--- src/rtl/cn_pkg.sv ---
package cn_pkg;
  typedef enum logic {
    CN_SEL_ARM    = 1'b0,
    CN_SEL_PULLUP = 1'b1
  } cn_sel_e;
endpackage

--- src/rtl/cn_regs.sv ---
module cn_regs
  import cn_pkg::*;
#(
  parameter int N_PINS = 31
) (
  input  logic              clk,
  input  logic              rst_n,
  input  logic              wr_en_i,
  input  logic              wr_sel_i,
  input  logic [N_PINS-1:0] wr_data_i,
  output logic [N_PINS-1:0] arm_o,
  output logic [N_PINS-1:0] pu_o
);
  cn_sel_e     sel;
  logic        arm_wr;
  logic        pu_wr;

  assign sel    = cn_sel_e'(wr_sel_i);
  assign arm_wr = wr_en_i && (sel == CN_SEL_ARM);
  assign pu_wr  = wr_en_i && (sel == CN_SEL_PULLUP);

  always_ff @(posedge clk or negedge rst_n) begin
    if (!rst_n) begin
      arm_o <= '0;
      pu_o  <= '0;
    end else begin
      if (arm_wr) arm_o <= wr_data_i;
      if (pu_wr)  pu_o  <= wr_data_i;
    end
  end


  arm_write_chk: assert property (@(posedge clk) disable iff (!rst_n)
    arm_wr |=> (arm_o == $past(wr_data_i)));


  pu_write_chk: assert property (@(posedge clk) disable iff (!rst_n)
    (!pu_wr) |=> $stable(pu_o));
endmodule

--- src/rtl/cn_change_detect.sv ---
module cn_change_detect #(
  parameter int N_PINS = 31
) (
  input  logic              clk,
  input  logic              rst_n,
  input  logic [N_PINS-1:0] pin_i,
  input  logic [N_PINS-1:0] arm_i,
  output logic [N_PINS-1:0] change_o,
  output logic              any_change_o
);
  logic [N_PINS-1:0] snap_q;

  // armed pins whose live level departs from the last sampled level
  function automatic logic [N_PINS-1:0] diff_mask(
    input logic [N_PINS-1:0] live,
    input logic [N_PINS-1:0] ref_lvl,
    input logic [N_PINS-1:0] armed
  );
    return (live ^ ref_lvl) & armed;
  endfunction

  // sampling every edge keeps each change to a single cycle and makes a
  // freshly armed pin start from its current level
  always_ff @(posedge clk or negedge rst_n) begin
    if (!rst_n) snap_q <= '0;
    else        snap_q <= pin_i;
  end

  assign change_o     = diff_mask(pin_i, snap_q, arm_i);
  assign any_change_o = |change_o;


  snap_follow_chk: assert property (@(posedge clk) disable iff (!rst_n)
    1'b1 |=> (snap_q == $past(pin_i)));


  unarmed_quiet_chk: assert property (@(posedge clk) disable iff (!rst_n)
    (arm_i == '0) |-> !any_change_o);
endmodule

--- src/rtl/cn_sticky_flag.sv ---
module cn_sticky_flag (
  input  logic clk,
  input  logic rst_n,
  input  logic set_i,
  input  logic clr_i,
  output logic flag_o
);
  // a set in the clearing cycle wins over the clear
  function automatic logic next_flag(input logic cur, input logic set, input logic clr);
    return set | (cur & ~clr);
  endfunction

  always_ff @(posedge clk or negedge rst_n) begin
    if (!rst_n) flag_o <= 1'b0;
    else        flag_o <= next_flag(flag_o, set_i, clr_i);
  end


  set_takes_chk: assert property (@(posedge clk) disable iff (!rst_n)
    set_i |=> flag_o);


  flag_hold_chk: assert property (@(posedge clk) disable iff (!rst_n)
    (flag_o && !clr_i) |=> flag_o);


  clear_takes_chk: assert property (@(posedge clk) disable iff (!rst_n)
    (clr_i && !set_i) |=> !flag_o);
endmodule

--- src/rtl/cn_notify.sv ---
module cn_notify #(
  parameter int N_PINS = 31
) (
  input  logic              clk,
  input  logic              rst_n,
  input  logic [N_PINS-1:0] pin_i,
  input  logic [N_PINS-1:0] pin_out_dir_i,
  input  logic              wr_en_i,
  input  logic              wr_sel_i,
  input  logic [N_PINS-1:0] wr_data_i,
  input  logic              flag_clr_i,
  output logic              irq_o,
  output logic              wake_o,
  output logic [N_PINS-1:0] pullup_o
);
  logic [N_PINS-1:0] arm_q;
  logic [N_PINS-1:0] pu_q;
  logic [N_PINS-1:0] change_vec;
  logic              any_change;

  function automatic logic [N_PINS-1:0] pu_gate(
    input logic [N_PINS-1:0] pu,
    input logic [N_PINS-1:0] drives
  );
    return pu & ~drives;
  endfunction

  cn_regs #(.N_PINS(N_PINS)) u_regs (
    .clk       (clk),
    .rst_n     (rst_n),
    .wr_en_i   (wr_en_i),
    .wr_sel_i  (wr_sel_i),
    .wr_data_i (wr_data_i),
    .arm_o     (arm_q),
    .pu_o      (pu_q)
  );

  cn_change_detect #(.N_PINS(N_PINS)) u_detect (
    .clk          (clk),
    .rst_n        (rst_n),
    .pin_i        (pin_i),
    .arm_i        (arm_q),
    .change_o     (change_vec),
    .any_change_o (any_change)
  );

  cn_sticky_flag u_flag (
    .clk    (clk),
    .rst_n  (rst_n),
    .set_i  (any_change),
    .clr_i  (flag_clr_i),
    .flag_o (irq_o)
  );

  assign wake_o   = any_change;
  assign pullup_o = pu_gate(pu_q, pin_out_dir_i);


  wake_to_irq_chk: assert property (@(posedge clk) disable iff (!rst_n)
    wake_o |=> irq_o);


  pu_dir_chk: assert property (@(posedge clk) disable iff (!rst_n)
    $stable(pu_q) && $stable(pin_out_dir_i) |-> $stable(pullup_o));
endmodule

--- config.mk ---
export PLATFORM = sky130hd
export DESIGN_NAME = cn_notify
export DESIGN_NICKNAME = d
export VERILOG_FILES = /design/src/rtl/cn_pkg.sv /design/src/rtl/cn_regs.sv /design/src/rtl/cn_change_detect.sv /design/src/rtl/cn_sticky_flag.sv /design/src/rtl/cn_notify.sv
export SDC_FILE = /design/constraint.sdc
export NUM_CORES = 1
export LEC_CHECK = 0
export BUFFER_PORTS_ARGS = -buffer_cell sky130_fd_sc_hd__buf_2
export CAP_MARGIN = 20
export CORE_MARGIN = 2
export CORE_UTILIZATION = 53
export DETAILED_ROUTE_END_ITERATION = 8
export GPL_TIMING_DRIVEN = 0
export PLACE_DENSITY = 0.84
export SLEW_MARGIN = 20
export SYNTH_ARGS = -nofsm -noshare
export SYNTH_HDL_FRONTEND = slang
export SYNTH_SLANG_ARGS = --single-unit
--- constraint.sdc ---
create_clock -name clk -period 2.5 [get_ports clk]
set_input_delay 0.625 -clock clk [delete_from_list [all_inputs] [get_ports clk]]
set_output_delay 0.625 -clock clk [all_outputs]
set_load 0.05 [all_outputs]
==> metrics <==
die width 87.93 um; PD cells 717.4 nW/um2; # rows 30; die area 7732 um2; RSZ-0062 raised after global routing true; DRT iter0 DRCs 53; met3 usage 0.03770; Critical R2R Capture u_flag.flag_o; share of post-route cells with drive strength above 1 0.3879; Initial Util 0.5495; most frequent cells in the layout 131 x buf_2, 94 x dfrtp_1, 62 x mux2_1; Reg2Reg Depth 5; port bufs 130; Final HPWL DP 5385 um; CTS tree built; CP required 1880 ps; yosys warns 0; syn avg cell area 14.93 um2; Post-DP Area 4538 um2; worst-path cell chain buf_2 > xor2_1 > a222oi_1 > nand3_1 > nor2_2 > nand2_1 > buf_6; Final Cycle Share 0.9540; most common cell after layout, fill and taps aside buf_2; Final Core Density 0.6983; met2 usage 0.3161; cells after synthesis 250; largest net degree at the start of global routing 55; Yosys reg bits 94; first-pass GRT wire length 11230 um; Fin Clk Skew 4.615 ps; final wirelength 7087 um; Final nets 490; crit path from pin_i[22]; total design power 0.003404 W; crit-path leading delay family simple AND/OR/NAND/NOR gates; leakage 2.280 nW; Clock Latency Late Sink 350 ps; Post-route DRC 0; Hold WC Path Type input port to asynchronous set/reset pin; Placed Cells 477; CTS buffer count 9; slowest CP cell a222oi_1; sequential area share after synthesis 0.6300; clock tree buffer depth 2; FF-to-FF setup slack 1140 ps; CP Class input port to output pin; GR Util met1 0.2479; Worst setup EP type output pin; Design Area, Final 4745 um2; reg-to-reg startpoint u_detect.snap_q[22]; Peak VDD IR 444.1 uV; initial antenna violation count 0; synthesized area 3734 um2; drt pass-1 iters 4; CP Buf/Inv Count 2; Slew headroom 0.7443; final std cells w/o fill 493; post-layout minimum cycle time 2385 ps; CP Launch Type input port; status complete, no violations; total track usage 0.1926; CTS root buffer clkbuf_8; Core Area 6794 um2; via count 2383; syn nets 348; vias per cell 4.834; worst-margin pin slew 383.5 ps; busiest layer in global routing met2; CP Max Fanout 2; WP depth 7; vias in the first global route 2426; Fin. Hold Viols 0; CP endpoint wake_o; die height 87.93 um; clk sink count 94; Routed wire per std cell 14.38 um; Max stage delay on crit path 320 ps; final setup fails 0; final slew viol count 0; Layout area overhead 27.08%; Antenna diodes 0; WHS 169.7 ps; IO Pins 131; Hold Buf Count CTS 0; grt ovf 0; Clock transition at path regs 90 ps; MaxCap Viol Count 0; Arr. time, crit path 1760 ps; Max Clk Rate 419.3 MHz; H-tree Lvls 3; ANT nets after route 0; Synth cell types 15; gp weighted congestion 0.7154
timing repair:
action / CTS / global route
setup buffers: 0 / 0
gates resized for setup: 0 / 3
endpoints found under the setup margin: 0 / 1
sequential cells by signal, summed over array words and instances (netlist names):
register         cells
u_regs.pu_o         31
u_flag.flag_o        1
u_detect.snap_q     31
u_regs.arm_o        31
synthesized netlist by cell type:
cell type,number,area (um2)
xor2_1,31,271.5
nor2_2,1,6.260
nand2_1,2,7.510
buf_2,3,15.01
nand2b_1,1,6.260
a22oi_1,14,105.1
mux2_1,62,698.2
nand4_1,2,12.51
nor2_1,1,3.750
dfrtp_1,94,2352
nand3_1,2,10.01
nand4_2,1,12.51
nor2b_1,32,200.2
buf_4,3,22.52
a222oi_1,1,10.01
worst register-to-register path, delay by kind of cell (launching register included):
kind | cells | cell delay [ps]
DFF | 1 | 390
AOI/OAI and AO/OA | 1 | 320
and+or+nand+nor | 3 | 410
xor gates and xnor gates | 1 | 140
cell type report:
cell class | count | area (um2)
Tap cell | 96 | 120.1
Buffer | 6 | 37.54
Clock buffer | 11 | 141.4
Multi-Input combinational cell | 150 | 1344
Fill cell | 498 | 2049
Clock inverter | 5 | 58.81
Sequential cell | 94 | 2352
Timing Repair Buffer | 131 | 690.7
kinds of logic after synthesis:
| kind of cell | Yosys count | synth area share |
|---|---|---|
| multiplexers | 62 | 0.1870 |
| AO/OA/AOI/OAI | 15 | 0.03083 |
| XOR/XNOR | 31 | 0.07272 |
| flip-flops | 94 | 0.6300 |
| AND/OR/NAND/NOR | 42 | 0.06937 |
| buffers and inverters | 6 | 0.01005 |
metrics by stage:
step	TNS [ps]	setup slack [ps]
after floorplan	0	282.3
after global placement	-2621	-33.84
after detailed placement	0	56.97
after CTS	0	1.946
after global routing	-20.90	-20.90
final	0	115.0
worst min-delay path by stage:
stage | from | endpoint | slack [ps] | cells after the start
2_1_floorplan | rst_n | u_detect.snap_q[0] | 330 | 0
3_3_place_gp | u_regs.pu_o[29] | u_regs.pu_o[29] | 470 | 1
3_5_place_dp | u_regs.pu_o[22] | u_regs.pu_o[22] | 470 | 1
4_1_cts | rst_n | u_detect.snap_q[11] | 170 | 1
5_1_grt | rst_n | u_detect.snap_q[11] | 180 | 1
6_report | rst_n | u_detect.snap_q[11] | 170 | 1
power by group:
group / switching [W] / internal, W / leakage [nW]
registers: 0.0000841 / 0.00169 / 1.10
clock network: 0.000508 / 0.000490 / 0.0955
logic: 0.000369 / 0.000260 / 1.09
per-layer routing:
layer,vias up,wire (um),share of wire
met1,1159,3021,0.43
met4,0,121,0.017
met5,-,0,0
met3,12,321,0.045
met2,71,3622,0.51
li1,1141,-,-
(Power assumes the default switching activity.)
